**config.mk**
```make
export PLATFORM = sky130hd
export DESIGN_NAME = subword_skim_mac
export DESIGN_NICKNAME = d
export VERILOG_FILES = /design/src/rtl/amac_pkg.sv /design/src/rtl/amac_opbank.sv /design/src/rtl/amac_seq.sv /design/src/rtl/amac_memo.sv /design/src/rtl/subword_skim_mac.sv
export SDC_FILE = /design/constraint.sdc
export NUM_CORES = 1
export LEC_CHECK = 0
export BUFFER_PORTS_ARGS = -buffer_cell sky130_fd_sc_hd__buf_2
export CORE_MARGIN = 1.5
export CORE_UTILIZATION = 45
export DETAILED_ROUTE_END_ITERATION = 12
export PLACE_DENSITY_LB_ADDON = 0.15
export REMOVE_ABC_BUFFERS = 1
export SYNTH_ARGS = -nofsm -noshare
export SYNTH_HDL_FRONTEND = slang
export SYNTH_HIERARCHICAL = 1
export SYNTH_SLANG_ARGS = --single-unit
```
**constraint.sdc**
```tcl
create_clock -name clk -period 4.55 [get_ports clk]
set_input_delay 0.91 -clock clk [delete_from_list [all_inputs] [get_ports clk]]
set_output_delay 0.91 -clock clk [all_outputs]
set_load 0.005 [all_outputs]
```
**src/rtl/amac_pkg.sv**
```systemverilog
package amac_pkg;
  typedef enum logic [0:0] {
    ST_IDLE = 1'b0,
    ST_RUN  = 1'b1
  } amac_state_e;

  localparam int unsigned PASSES_MAX = 4;
endpackage

```
**src/rtl/amac_opbank.sv**
```systemverilog
module amac_opbank #(
  parameter int unsigned N_TERMS = 2,
  parameter int unsigned OPW     = 16,
  localparam int unsigned SELW   = (N_TERMS > 1) ? $clog2(N_TERMS) : 1
) (
  input  logic                           clk,
  input  logic                           rst_n,
  input  logic                           wr_en,
  input  logic [SELW-1:0]                wr_sel,
  input  logic [OPW-1:0]                 wr_a,
  input  logic [OPW-1:0]                 wr_x,
  output logic [N_TERMS-1:0][OPW-1:0]    a_o,
  output logic [N_TERMS-1:0][OPW-1:0]    x_o
);
  for (genvar t = 0; t < N_TERMS; t++) begin : g_term
    logic           we;
    logic [OPW-1:0] a_q, x_q;

    always_comb we = wr_en && (wr_sel == SELW'(t));

    always_ff @(posedge clk or negedge rst_n) begin
      if (!rst_n) begin
        a_q <= '0;
        x_q <= '0;
      end else if (we) begin
        a_q <= wr_a;
        x_q <= wr_x;
      end
    end

    assign a_o[t] = a_q;
    assign x_o[t] = x_q;
  end
endmodule

```
**src/rtl/amac_seq.sv**
```systemverilog
module amac_seq
  import amac_pkg::*;
#(
  parameter int unsigned N_TERMS = 2,
  parameter int unsigned OPW     = 16,
  localparam int unsigned HW     = OPW / 2,
  localparam int unsigned QW     = OPW / 4,
  localparam int unsigned SHW    = $clog2(OPW),
  localparam int unsigned NITEM  = PASSES_MAX * N_TERMS,
  localparam int unsigned IW     = $clog2(NITEM),
  localparam int unsigned KW     = $clog2(NITEM + 1)
) (
  input  logic                        clk,
  input  logic                        rst_n,
  input  logic                        start_go,
  input  logic                        mode4_in,
  input  logic [N_TERMS-1:0][OPW-1:0] a_i,
  input  logic [N_TERMS-1:0][OPW-1:0] x_i,
  output logic                        issue,
  output logic [HW-1:0]               iss_sub,
  output logic [OPW-1:0]              iss_x,
  output logic [SHW-1:0]              iss_shift,
  output logic                        busy,
  output logic                        skim_o,
  output logic                        done_o
);
  amac_state_e state_q, state_n;
  logic [KW-1:0] k_q, k_n;
  logic          skim_given_q, skim_given_n;
  logic          mode4_q, mode4_n;
  logic          skim_q, skim_n;
  logic          done_q, done_n;

  logic [NITEM-1:0][HW-1:0]  sub_arr;
  logic [NITEM-1:0][SHW-1:0] shf_arr;
  logic [NITEM-1:0][OPW-1:0] x_arr;
  logic [NITEM-1:0]          nz, elig, is_hi;

  for (genvar i = 0; i < NITEM; i++) begin : g_item
    localparam int unsigned P   = i / N_TERMS;
    localparam int unsigned T   = i % N_TERMS;
    localparam int unsigned SH4 = (PASSES_MAX - 1 - P) * QW;
    logic [HW-1:0]  sub8;
    logic [SHW-1:0] shf8;
    if (P == 0) begin : g_p0
      assign sub8 = a_i[T][HW +: HW];
      assign shf8 = SHW'(HW);
    end else if (P == 1) begin : g_p1
      assign sub8 = a_i[T][0 +: HW];
      assign shf8 = '0;
    end else begin : g_pn
      assign sub8 = '0;
      assign shf8 = '0;
    end
    always_comb begin
      if (mode4_q) begin
        sub_arr[i] = {{(HW-QW){1'b0}}, a_i[T][SH4 +: QW]};
        shf_arr[i] = SHW'(SH4);
      end else begin
        sub_arr[i] = sub8;
        shf_arr[i] = shf8;
      end
      x_arr[i] = x_i[T];
      nz[i]    = (sub_arr[i] != '0);
      is_hi[i] = (P == 0);
      elig[i]  = nz[i] && (KW'(i) >= k_q) && (skim_given_q || is_hi[i]);
    end
  end

  logic          found, more, lo_any;
  logic [IW-1:0] sel;

  always_comb begin
    found  = 1'b0;
    more   = 1'b0;
    sel    = '0;
    lo_any = |(nz & ~is_hi);
    for (int j = 0; j < NITEM; j++) begin
      if (elig[j]) begin
        if (!found) begin
          found = 1'b1;
          sel   = IW'(j);
        end else begin
          more = 1'b1;
        end
      end
    end
  end

  always_comb begin
    state_n      = state_q;
    k_n          = k_q;
    skim_given_n = skim_given_q;
    mode4_n      = mode4_q;
    skim_n       = 1'b0;
    done_n       = done_q;
    unique case (state_q)
      ST_IDLE: begin
        if (start_go) begin
          state_n      = ST_RUN;
          k_n          = '0;
          skim_given_n = 1'b0;
          mode4_n      = mode4_in;
          done_n       = 1'b0;
        end
      end
      ST_RUN: begin
        if (more) begin
          k_n = KW'(sel) + KW'(1);
        end else if (!skim_given_q) begin
          skim_n       = 1'b1;
          skim_given_n = 1'b1;
          k_n          = KW'(N_TERMS);
          if (!lo_any) begin
            done_n  = 1'b1;
            state_n = ST_IDLE;
          end
        end else begin
          done_n  = 1'b1;
          state_n = ST_IDLE;
        end
      end
      default: state_n = ST_IDLE;
    endcase
  end

  always_ff @(posedge clk or negedge rst_n) begin
    if (!rst_n) begin
      state_q      <= ST_IDLE;
      k_q          <= '0;
      skim_given_q <= 1'b0;
      mode4_q      <= 1'b0;
      skim_q       <= 1'b0;
      done_q       <= 1'b0;
    end else begin
      state_q      <= state_n;
      k_q          <= k_n;
      skim_given_q <= skim_given_n;
      mode4_q      <= mode4_n;
      skim_q       <= skim_n;
      done_q       <= done_n;
    end
  end

  assign busy      = (state_q == ST_RUN);
  assign issue     = busy && found;
  assign iss_sub   = sub_arr[sel];
  assign iss_shift = shf_arr[sel];
  assign iss_x     = x_arr[sel];
  assign skim_o    = skim_q;
  assign done_o    = done_q;

  // a zero subword never reaches the multiplier path
  p_skip_zero_r8: assert property (@(posedge clk) disable iff (!rst_n)
    issue |-> (iss_sub != '0));

  // after the skim point only lower-weight subwords are issued
  p_hi_first_r4: assert property (@(posedge clk) disable iff (!rst_n)
    (issue && skim_given_q) |->
      (iss_shift < (mode4_q ? SHW'((PASSES_MAX - 1) * QW) : SHW'(HW))));
endmodule

```
**src/rtl/amac_memo.sv**
```systemverilog
module amac_memo #(
  parameter int unsigned OPW       = 16,
  parameter int unsigned LUT_DEPTH = 16,
  localparam int unsigned HW       = OPW / 2,
  localparam int unsigned PW       = HW + OPW,
  localparam int unsigned IDXW     = $clog2(LUT_DEPTH),
  localparam int unsigned IDX_S    = IDXW / 2,
  localparam int unsigned IDX_X    = IDXW - IDX_S
) (
  input  logic           clk,
  input  logic           rst_n,
  input  logic           req,
  input  logic [HW-1:0]  sub,
  input  logic [OPW-1:0] xop,
  output logic [PW-1:0]  prod,
  output logic           hit
);
  logic [LUT_DEPTH-1:0] vld_q;
  logic [HW-1:0]        tag_s_q [LUT_DEPTH];
  logic [OPW-1:0]       tag_x_q [LUT_DEPTH];
  logic [PW-1:0]        data_q  [LUT_DEPTH];

  logic [IDXW-1:0] idx;
  logic [PW-1:0]   mul;
  logic            fill;

  always_comb begin
    idx  = {sub[IDX_S-1:0], xop[IDX_X-1:0]};
    mul  = PW'(sub) * PW'(xop);
    hit  = vld_q[idx] && (tag_s_q[idx] == sub) && (tag_x_q[idx] == xop);
    prod = hit ? data_q[idx] : mul;
    fill = req && !hit;
  end

  always_ff @(posedge clk or negedge rst_n) begin
    if (!rst_n) begin
      vld_q <= '0;
    end else if (fill) begin
      vld_q[idx] <= 1'b1;
    end
  end

  always_ff @(posedge clk) begin
    if (fill) begin
      tag_s_q[idx] <= sub;
      tag_x_q[idx] <= xop;
      data_q[idx]  <= mul;
    end
  end

  // a stored product always equals the product of its tags
  p_memo_value_r9: assert property (@(posedge clk) disable iff (!rst_n)
    (req && hit) |-> (data_q[idx] == mul));
endmodule

```
**src/rtl/subword_skim_mac.sv**
```systemverilog
module subword_skim_mac #(
  parameter int unsigned N_TERMS   = 2,
  parameter int unsigned OPW       = 16,
  parameter int unsigned LUT_DEPTH = 16,
  localparam int unsigned SELW     = (N_TERMS > 1) ? $clog2(N_TERMS) : 1,
  localparam int unsigned HW       = OPW / 2,
  localparam int unsigned PW       = HW + OPW,
  localparam int unsigned SHW      = $clog2(OPW),
  localparam int unsigned ACCW     = 2 * OPW + $clog2(N_TERMS)
) (
  input  logic            clk,
  input  logic            rst_n,
  input  logic            ld_en,
  input  logic [SELW-1:0] ld_sel,
  input  logic [OPW-1:0]  ld_a,
  input  logic [OPW-1:0]  ld_x,
  input  logic            prec_4b,
  input  logic            start,
  output logic [ACCW-1:0] acc_out,
  output logic            skim_valid,
  output logic            done,
  output logic            memo_hit
);
  logic rs1_q, rs2_q;
  always_ff @(posedge clk or negedge rst_n) begin
    if (!rst_n) begin
      rs1_q <= 1'b0;
      rs2_q <= 1'b0;
    end else begin
      rs1_q <= 1'b1;
      rs2_q <= rs1_q;
    end
  end
  logic srst_n;
  assign srst_n = rs2_q;

  logic busy, start_go, wr_en;
  logic [N_TERMS-1:0][OPW-1:0] a_w, x_w;
  logic            issue, hit;
  logic [HW-1:0]   iss_sub;
  logic [OPW-1:0]  iss_x;
  logic [SHW-1:0]  iss_shift;
  logic [PW-1:0]   prod;

  assign start_go = start && !busy;
  assign wr_en    = ld_en && !busy;

  amac_opbank #(.N_TERMS(N_TERMS), .OPW(OPW)) u_bank (
    .clk(clk), .rst_n(srst_n), .wr_en(wr_en), .wr_sel(ld_sel),
    .wr_a(ld_a), .wr_x(ld_x), .a_o(a_w), .x_o(x_w)
  );

  amac_seq #(.N_TERMS(N_TERMS), .OPW(OPW)) u_seq (
    .clk(clk), .rst_n(srst_n), .start_go(start_go), .mode4_in(prec_4b),
    .a_i(a_w), .x_i(x_w), .issue(issue), .iss_sub(iss_sub), .iss_x(iss_x),
    .iss_shift(iss_shift), .busy(busy), .skim_o(skim_valid), .done_o(done)
  );

  amac_memo #(.OPW(OPW), .LUT_DEPTH(LUT_DEPTH)) u_memo (
    .clk(clk), .rst_n(srst_n), .req(issue), .sub(iss_sub), .xop(iss_x),
    .prod(prod), .hit(hit)
  );

  logic [ACCW-1:0] acc_q, acc_n;
  logic            hit_q, hit_n;

  always_comb begin
    acc_n = acc_q;
    hit_n = 1'b0;
    if (start_go) begin
      acc_n = '0;
    end else if (issue) begin
      acc_n = acc_q + (ACCW'(prod) << iss_shift);
      hit_n = hit;
    end
  end

  always_ff @(posedge clk or negedge srst_n) begin
    if (!srst_n) begin
      acc_q <= '0;
      hit_q <= 1'b0;
    end else begin
      acc_q <= acc_n;
      hit_q <= hit_n;
    end
  end

  assign acc_out  = acc_q;
  assign memo_hit = hit_q;

  // accumulator grows monotonically inside a run
  p_acc_monotone_r10: assert property (@(posedge clk) disable iff (!srst_n)
    (busy && $past(busy)) |-> (acc_q >= $past(acc_q)));

  // the skim marker is a single-cycle pulse
  p_skim_pulse_r7: assert property (@(posedge clk) disable iff (!srst_n)
    skim_valid |=> !skim_valid);

  // done is held while no new start is accepted
  p_done_hold_r6: assert property (@(posedge clk) disable iff (!srst_n)
    (done && !start) |=> (done && $stable(acc_q)));
endmodule

```
-- Word level (Yosys, flattened, before mapping)
Memory sizes are Yosys's and may differ from the RTL's.
Cells that the tools add are included.
- flip-flop bits (word level): 125
- bits in writable memories: 768
- bits of input ports: 38
- output and inout port bits: 36
- memories: 3
- memory list (name ; words ; bits a word ; read ports ; clocked after Yosys merged registers in ; write ports ; RTL line ; RTL):
    u_memo.data_q ; 16 ; 24 ; 1 ; 0 ; 1 ; amac_memo.sv:21 ; logic [PW-1:0] data_q [LUT_DEPTH];
    u_memo.tag_x_q ; 16 ; 16 ; 1 ; 0 ; 1 ; amac_memo.sv:20 ; logic [OPW-1:0] tag_x_q [LUT_DEPTH];
    u_memo.tag_s_q ; 16 ; 8 ; 1 ; 0 ; 1 ; amac_memo.sv:19 ; logic [HW-1:0] tag_s_q [LUT_DEPTH];
- $add $sub $neg: 2
- multiply operators: 1
- $lt $le $gt $ge: 11
- equality and inequality tests: 6
- shifts and indexed selects: 1
- mux-type cells: 83
- bitwise logic cells: 3
- reduce and logical (&&, ||, !) cells: 39
- operators with widths (kind ; number):
    33-bit 2-to-1 mux ; 2
    8-bit nonzero test ; 8
    16-bit binary-select mux with 3-bit select ; 1
    3-bit 2-to-1 mux ; 15
    1-bit 2-to-1 mux ; 41
    8-bit 2-to-1 mux ; 5
    4-bit 2-to-1 mux ; 9
    33-bit adder ; 1
    24-bit by 4-bit left shift with 33-bit output ; 1
    8-bit binary-select mux with 3-bit select ; 1
    8-bit by 16-bit multiplier with 24-bit output ; 1
    24-bit 2-to-1 mux ; 1
    1-bit logical AND ; 23
    16-bit == test ; 1
    3-bit by 4-bit >= comparator with 1-bit output, first input constant ; 4
    16-bit 2-to-1 mux ; 1
    16-bit bitwise OR ; 1
    4-bit binary-select mux with 3-bit select ; 1
    8-bit == test ; 1
    1-bit by 4-bit >= comparator with 1-bit output, first input constant ; 2
    2-bit by 4-bit >= comparator with 1-bit output, first input constant ; 2
    4-bit one-hot mux with 2 select lines ; 1
    3-bit != test, second input constant ; 2
    1-bit one-hot mux with 2 select lines ; 3
    other kinds (13) ; 18

-- Logic depth before layout (Yosys ltp)
Gate-level depths: netlist of run 1.
- depth in word-level cells: 29
- depth in mapped cells: 51
- depth with buffers taken out: 42

-- Modules after synthesis
Netlist of run 1, hierarchy kept.
- by module, submodules not included (module ; times used ; cells an instance ; area an instance (um^2)):
    amac_memo ; 1 ; 1843 ; 34601.9
    subword_skim_mac ; 1 ; 552 ; 4350.4
    amac_opbank ; 1 ; 137 ; 2426.1
    amac_seq ; 1 ; 208 ; 1760.4

-- Worst setup path after synthesis of run 1
OpenSTA, ideal clock, no wires.
- path type: flip-flop to flip-flop
- start: reg u_bank.g_term[1].a_q[4]
- end: reg acc_q[31], in the netlist acc_out[31]
- arrival: 11.577 ns
- data required time: 4.463 ns
- setup slack: -7.114 ns
- stages on the path, launching flop included: 44
- path buffers: 7
- period minus slack after synthesis: 11.664 ns
- cell sequence: dfrtp_1 > or4_4 > or3_4 > a22oi_1 > o21ai_1 > a2bb2oi_4 > buf_6 > mux2_1 > buf_6 > buf_2 > clkbuf_1 > clkbuf_1 > clkbuf_1 > nand2_1 > fa_1 > fa_1 > inv_1 > fa_1 > (+8 left out) > a21oi_1 > o21a_1 > o311ai_0 > mux2_4 > mux2_2 > o21ai_0 > mux2i_1 > nor2_1 > a21oi_1 > ha_1 > clkbuf_1 > a21o_1 > a21o_1 > a2111oi_4 > a21oi_2 > and4_4 > or4_1 > o211ai_1
- elaborated cells on any way between the ends: 45
- RTL lines (element ; RTL line ; RTL):
    start: declaration ; amac_opbank.sv:17 ; logic [OPW-1:0] a_q, x_q;
    start signal: assignment ; amac_opbank.sv:26 ; a_q <= wr_a;
    8-bit 2-to-1 mux ; amac_seq.sv:56 ; if (mode4_q) begin
    8-bit nonzero test ; amac_seq.sv:64 ; nz[i] = (sub_arr[i] != '0);
    1-bit logical AND (2 in a row) ; amac_seq.sv:66 ; elig[i] = nz[i] && (KW'(i) >= k_q) && (skim_given_q || is_hi[i]);
    3-bit 2-to-1 mux / 1-bit 2-to-1 mux (equally long branches) ; amac_seq.sv:79 ; if (elig[j]) begin
    3-bit 2-to-1 mux ; amac_seq.sv:80 ; if (!found) begin
    3-bit 2-to-1 mux ; amac_seq.sv:79 ;
    3-bit 2-to-1 mux ; amac_seq.sv:80 ;
    3-bit 2-to-1 mux ; amac_seq.sv:79 ;
    (+6 left out) ; n/a ;
    named net iss_x[0] ; subword_skim_mac.sv:41 ; logic [OPW-1:0] iss_x;
    8-bit by 16-bit multiplier with 24-bit output * ; amac_memo.sv:29 ; mul = PW'(sub) * PW'(xop);
    named net u_memo.mul[21] ; amac_memo.sv:24 ; logic [PW-1:0] mul;
    24-bit 2-to-1 mux * ; amac_memo.sv:31 ; prod = hit ? data_q[idx] : mul;
    named net prod[21] ; subword_skim_mac.sv:43 ; logic [PW-1:0] prod;
    24-bit by 4-bit left shift with 33-bit output * ; subword_skim_mac.sv:73 ; acc_n = acc_q + (ACCW'(prod) << iss_shift);
    33-bit adder * ; subword_skim_mac.sv:73 ;
    33-bit 2-to-1 mux * ; subword_skim_mac.sv:72 ; end else if (issue) begin
    33-bit 2-to-1 mux * ; subword_skim_mac.sv:70 ; if (start_go) begin
    end signal: assignment ; subword_skim_mac.sv:83 ; acc_q <= acc_n;
    end: declaration ; subword_skim_mac.sv:64 ; logic [ACCW-1:0] acc_q, acc_n;
Mark *: on every way through the listed nets, which the timed path passes. The rest lies on a longest branch. The select of a mux whose other input is x is not followed.
A chain may end at the register's enable or synchronous reset.

-- Final worst setup path of run 1
- start: reg u_bank.g_term[1].a_q[6]
- end: reg acc_q[31], in the netlist acc_out[31]
- elaborated cells on any way between the ends: 45
- RTL lines (element ; RTL line ; RTL):
    8-bit 2-to-1 mux ; amac_seq.sv:56 ;
    8-bit nonzero test ; amac_seq.sv:64 ;
    1-bit logical AND (2 in a row) ; amac_seq.sv:66 ;
    3-bit 2-to-1 mux / 1-bit 2-to-1 mux (equally long branches) ; amac_seq.sv:79 ;
    3-bit 2-to-1 mux ; amac_seq.sv:80 ;
    3-bit 2-to-1 mux ; amac_seq.sv:79 ;
    3-bit 2-to-1 mux ; amac_seq.sv:80 ;
    3-bit 2-to-1 mux ; amac_seq.sv:79 ;
    (+6 left out) ; n/a ;
    named net iss_sub[3] ; subword_skim_mac.sv:40 ; logic [HW-1:0] iss_sub;
    8-bit by 16-bit multiplier with 24-bit output * ; amac_memo.sv:29 ;
    named net u_memo.mul[13] ; amac_memo.sv:24 ;
    24-bit 2-to-1 mux * ; amac_memo.sv:31 ;
    named net prod[13] ; subword_skim_mac.sv:43 ;
    24-bit by 4-bit left shift with 33-bit output * ; subword_skim_mac.sv:73 ;
    33-bit adder * ; subword_skim_mac.sv:73 ;
    33-bit 2-to-1 mux * ; subword_skim_mac.sv:72 ;
    33-bit 2-to-1 mux * ; subword_skim_mac.sv:70 ;
Marks and branches as above.

==> results of run 1 <==
==> cell type report <==
class / instances / area (µm²)
clock inverters: 59 / 589
fillers: 7464 / 40600
repair buffers: 660 / 5960
well taps: 1265 / 1580
multi-input cells: 1576 / 17200
clock buffers: 112 / 2430
flip-flops and latches: 893 / 26200
inverters: 119 / 447
==> how the worst min path moves through the flow <==
stage | slack [ns] | from | end | cells past startpoint
CTS | 0.35 | rs1_q | rs2_q | 0
detailed placement | 0.34 | rs1_q | rs2_q | 0
global route | 0.37 | rs1_q | rs2_q | 0
floorplan | 0.33 | rs1_q | rs2_q | 0
global placement | 0.34 | rs1_q | rs2_q | 0
finish | 0.35 | rs1_q | rs2_q | 0
==> through the flow <==
| stage | hold WS, ns | setup slack [ns] |
|---|---|---|
| 2_1_floorplan | 0.331 | -11.76 |
| 3_3_place_gp | 0.337 | -5.23 |
| 4_1_cts | 0.352 | -4.87 |
| 5_1_grt | 0.370 | -5.32 |
| 3_5_place_dp | 0.337 | -5.36 |
| 6_report | 0.349 | -4.98 |
==> worst reg2reg max path, delay by kind of cell (launching register included) <==
| family | cells | cell delay (ns) |
|---|---|---|
| buffers and inverters | 6 | 0.67 |
| and+or+nand+nor | 8 | 2.01 |
| AOI/OAI and AO/OA | 13 | 2.40 |
| adders and majority gates | 6 | 2.55 |
| muxes | 5 | 1.25 |
| xor gates and xnor gates | 1 | 0.15 |
| DFF | 1 | 0.38 |
==> sequential cells by signal, indices dropped and copies added, names as in the netlist, 4 cells and up <==
signal,cells
acc_out,33
u_bank/g_term.a_q,32
u_bank/g_term.x_q,32
u_memo/data_q,384
u_memo/tag_s_q,128
u_memo/tag_x_q,256
u_memo/vld_q,16
u_seq/k_q,4
==> synth_stat cells (9+ instances only) <==
| master | count | area [µm²] |
|---|---|---|
| inv_1 | 116 | 435 |
| a22oi_1 | 18 | 135 |
| a31o_2 | 9 | 78.8 |
| nor3_1 | 24 | 120 |
| o22ai_1 | 22 | 138 |
| xnor2_1 | 37 | 324 |
| o21ai_0 | 58 | 290 |
| a21oi_1 | 91 | 455 |
| mux4_2 | 187 | 4210 |
| buf_2 | 32 | 160 |
| o21a_1 | 10 | 75.1 |
| ha_1 | 77 | 963 |
| and4_1 | 9 | 78.8 |
| and3_1 | 22 | 138 |
| nor2b_1 | 25 | 156 |
| mux2i_1 | 142 | 1420 |
| mux2_1 | 13 | 146 |
| mux2_2 | 99 | 1110 |
| fa_1 | 85 | 1700 |
| a211oi_1 | 19 | 143 |
| xor2_1 | 21 | 184 |
| and2_1 | 113 | 707 |
| nand4_1 | 14 | 87.6 |
| buf_4 | 12 | 90.1 |
| nor2_1 | 112 | 420 |
| a21o_1 | 22 | 165 |
| mux2_4 | 21 | 315 |
| nand2b_1 | 11 | 68.8 |
| dfrtp_1 | 125 | 3130 |
| edfxtp_1 | 768 | 23100 |
| nand2_1 | 108 | 405 |
| nor4_1 | 14 | 87.6 |
| nand3_1 | 28 | 140 |
| clkbuf_1 | 82 | 308 |
| buf_6 | 18 | 203 |
| buf_1 | 10 | 37.5 |
==> routing by layer <==
metal,routed length [µm],GRT usage [%]
met1,50800,32.8
met2,56800,39.5
met3,6020,3.77
met4,2700,6.16
met5,13,0
==> cells by family (layout without fill, tap and decap cells) <==
kind of cell / Yosys count / count (layout)
simple gates: 527 / 530
other cells: 2 / 3
mux: 462 / 462
xor+xnor: 58 / 58
flops: 893 / 893
buf+inv: 275 / 950
fa+ha+maj: 163 / 163
compound gates: 360 / 360
==> timing repair <==
action / CTS / global route
setup buffers: 59 / 22
pin swaps: 114 / 73
endpoints found under the hold margin: 2 / 0
hold buffers: 1 / 0
gates cloned: 12 / 3
endpoints found under the setup margin: 1186 / 1186
resized for setup: 269 / 149
==> metrics, run 1 <==
status finished with violations; failing checks negative setup slack; Worst Path Buf+Inv 6; share of cells above drive strength 1 between 40% and 50%; R2R Setup Slk -4.98 ns; FF-to-FF path depth 39; Worst EP required 5.12 ns; Crit. End Element flip-flop; DR DRC count 0; Post-Synthesis Cell Area about 43000 µm²; GRT Overall Usage between 20% and 30%; vias in the first global route between 20000 and 30000; largest net degree at the start of global routing approximately 120; Crit Reg-Reg Endpoint acc_out[31]; placed cells 4425; routability cong. roughly 0.89; R2R Path Start u_bank/g_term[1].a_q[6]; CP top delay family adder cells; CP Launch Type flip-flop; # diodes 0; IO Count 74; starting density of the core 45.4%; Core Footprint 95000 µm²; std cell rows around 110; peak fanout along the critical path 7; yosys warns 6; Slew @ Worst Pin 1.14 ns; worst skew pair latency 0.69 ns; critical path's most frequent cell fa_1; Post-synth top flop edfxtp_1; Finished Layout Cells 4684; Synth Area in XOR/XNOR approximately 1.2%; post-synthesis cell count ~2700; Max Freq roughly 100 MHz; Pre-antenna DRT Iters 7; initial antenna violation count 2; clk buf depth 3; Die H around 310 µm; DP Wirelength 73000 µm; routed len/inst 24.8 µm; CP Capture Point acc_out[31]; Inserted Clock Buffers 93; Final nets 3543; H-tree levels 3; number of synthesized flops with an enable pin ~770; Hold Fails Final Rpt 0; Hold WC Path Type reg2reg; Setup violations, final approximately 1200; Final Slew Violations 0; Critical Path AT just over 10 ns; max-cap violations 0; Placement Cell Area roughly 50000 µm²; DR vias/cell roughly 5.7; Area Overhead vs Synth 26.2%; critical path depth 39; Synth Area in Compound Gates 5.71%; final WL between 100000 and 150000 µm; skew final between 0.04 and 0.05 ns; post-synthesis mux area share 16.7%; total congestion overflow 0; Yosys reg bits 893; RSZ-0062 raised after global routing yes; Vias roughly 27000; # clock sinks ~900; post-synth cell types roughly 110; initial DRC count 2074; port bufs 73; CTS clock-pin slew for the worst setup and hold paths approximately 0.07 ns; CTS Root Cell clkbuf_16; die width roughly 310 µm; most frequent cells in the layout 768 x edfxtp_1, 464 x buf_4, 187 x mux4_2, 127 x mux2i_1, 124 x dfrtp_1; Adder-Cell Fraction of Synth Area slightly above 6%; CP max-delay cell or4_4; Finished Cell Area about 54000 µm²; CTS tree built; Core Util, Final a little under three fifths; fin crit period ~9.5 ns; syn_area_per_cell 15.7 µm²; Setup TNS -2466.32 ns; slew margin rel. 23.7%; post-route antenna net violation count 0; Async SR Flop Fraction about 14%; simple-gate share of the synthesized area approximately 6.5%; final setup margin -4.98 ns; post-synthesis sequential area ratio a little over 60%; most common cell after layout, fill and taps aside edfxtp_1; die area just under 100000 µm²; final period utilization 209%; main combinational cell family by area after synthesis multiplexers; first-pass GRT wire length 173000 µm; CP Class reg2reg; worst setup path startpoint u_bank/g_term[1].a_q[6]; max incr delay on CP 0.55 ns
Power of run 1 is left out: the tool's default activity adds up to more than one toggle a clock period on the data nets, which glitch-free logic cannot reach.
==> run 2: changes to the inputs <==
--- a/config.mk
+++ b/config.mk
@@ -7,7 +7,7 @@
 export LEC_CHECK = 0
 export BUFFER_PORTS_ARGS = -buffer_cell sky130_fd_sc_hd__buf_2
 export CORE_MARGIN = 1.5
-export CORE_UTILIZATION = 45
+export CORE_UTILIZATION = 50
 export DETAILED_ROUTE_END_ITERATION = 12
 export PLACE_DENSITY_LB_ADDON = 0.15
 export REMOVE_ABC_BUFFERS = 1
==> run 2 against run 1 <==
The run still ends with negative setup slack left. Routed wire length rose by 2.0%. Clock-buffer cell count rose by 8. Worst hold slack got worse by 0.048 ns. Global-route usage grew 2.1 points. First-iteration DRC count is 5.4% higher. Design area increased by 2.1%. Utilization is 7.9 points higher. Largest cell class unchanged. Highest routed layer is now met4.
==> metrics, run 2 (synthesized netlist as in run 1, its figures left out) <==
peak fanout along the critical path 7; vias in the first global route 28200; Worst Path Buf+Inv 6; slew margin rel. between 20 and 25%; CTS clock-pin slew for the worst setup and hold paths roughly 0.060 ns; RSZ-0062 raised after global routing yes; die width just under 300 µm; post-route antenna net violation count 0; routed len/inst about 26 µm; Inserted Clock Buffers just over 90; CP Class reg2reg; FF-to-FF path depth 42; CP max-delay cell or4_4; share of cells above drive strength 1 between 40% and 50%; Crit Reg-Reg Endpoint acc_out[31]; largest net degree at the start of global routing 55; total congestion overflow 0; Worst EP required around 5.1 ns; Fill cells 5975; DR DRC count 0; most frequent cells in the layout 768 x edfxtp_1, 507 x buf_4, 187 x mux4_2, 124 x mux2i_1, 124 x dfrtp_1; Die H 297 µm; Vias approximately 27000; first-pass GRT wire length approximately 170000 µm; initial antenna violation count 2; R2R Setup Slk -4.87 ns; Finished Cell Area around 56000 µm²; status finished with violations; final period utilization 207%; max incr delay on CP roughly 0.56 ns; R2R Path Start u_bank/g_term[1].a_q[7]; clk buf depth 3; Core Footprint between 80000 and 90000 µm²; Crit. End Element flip-flop; CTS tree built; Final nets between 3000 and 4000; routability cong. 0.874; IO Count 74; worst skew pair latency about 0.66 ns; Register Area 26200 µm²; Final Slew Violations 0; Hold Fails Final Rpt 0; worst setup path startpoint u_bank/g_term[1].a_q[7]; final setup margin -4.87 ns; GRT Overall Usage about a quarter; # diodes 0; Setup TNS -2493.04 ns; Max Freq ~110 MHz; fin crit period between 9 and 10 ns; final WL ~120000 µm; Pre-antenna DRT Iters 5; pre-CTS WS -5.49 ns; Core Util, Final roughly two thirds; DP Wirelength ~73000 µm; area of the multi-input gates roughly 18000 µm²; most common cell after layout, fill and taps aside edfxtp_1; max-cap violations 0; Area Overhead vs Synth 28.8%; top flop regs u_memo/data_q: 384 flops, u_memo/tag_x_q: 256 flops, u_memo/tag_s_q: 128 flops; CP Launch Type flip-flop; DR vias/cell 5.88; Slew @ Worst Pin approximately 1.1 ns; skew final about 0.033 ns; initial DRC count around 2200; Critical Path AT roughly 10 ns; CTS Root Cell clkbuf_16; Hold WC Path Type reg2async; failing checks negative setup slack; Biggest register u_memo/data_q; Setup violations, final between 1000 and 1500; die area around 88000 µm²; critical path's most frequent cell fa_1; Largest register FFs around 380; Placement Cell Area about 49000 µm²; # clock sinks between 800 and 900; CP top delay family adder cells; port bufs 73; starting density of the core 50.6%; H-tree levels 3; std cell rows between 100 and 150
==> run 2: worst max-delay path by stage <==
| stage | endpoint | slack [ns] | cells past startpoint |
|---|---|---|---|
| floorplan | acc_out[31] | -11.76 | 36 |
| global placement | acc_out[31] | -5.12 | 38 |
| detailed placement | acc_out[32] | -5.49 | 41 |
| CTS | acc_out[31] | -4.90 | 41 |
| global route | acc_out[31] | -5.20 | 39 |
| finish | acc_out[31] | -4.87 | 42 |
==> run 2: area by class of cell <==
type | count | area share (%)
well taps | 1144 | 2.58
multi-input cells | 1574 | 31.6
flip-flops and latches | 893 | 47.1
inverters | 119 | 0.804
repair buffers | 742 | 12.5
clock buffers | 120 | 4.48
clock inverters | 50 | 0.968
==> run 2: metrics by stage <==
step,hold slack [ns],cells
finish,0.301,4642
CTS,0.344,4579
floorplan,0.331,2585
global route,0.362,4642
detailed placement,0.338,4307
global placement,0.320,4307
==> run 2: repair_timing <==
| action | in CTS | in global routing |
|---|---|---|
| pin swaps | 138 | 146 |
| resized for setup | 327 | 239 |
| hold buffers | 1 | 0 |
| endpoints found under the hold margin | 2 | 0 |
| gates cloned | 10 | 15 |
| setup buffers | 100 | 70 |
| endpoints found under the setup margin | 1184 | 1186 |
==> run 2: layer usage <==
metal  share of wire (%)  global-route usage, %
met3                 6.2                   3.23
met5                   0                      0
met1                  41                   35.2
met4                 1.9                   6.11
met2                  51                   44.4
Power of run 2 is left out for the same reason.
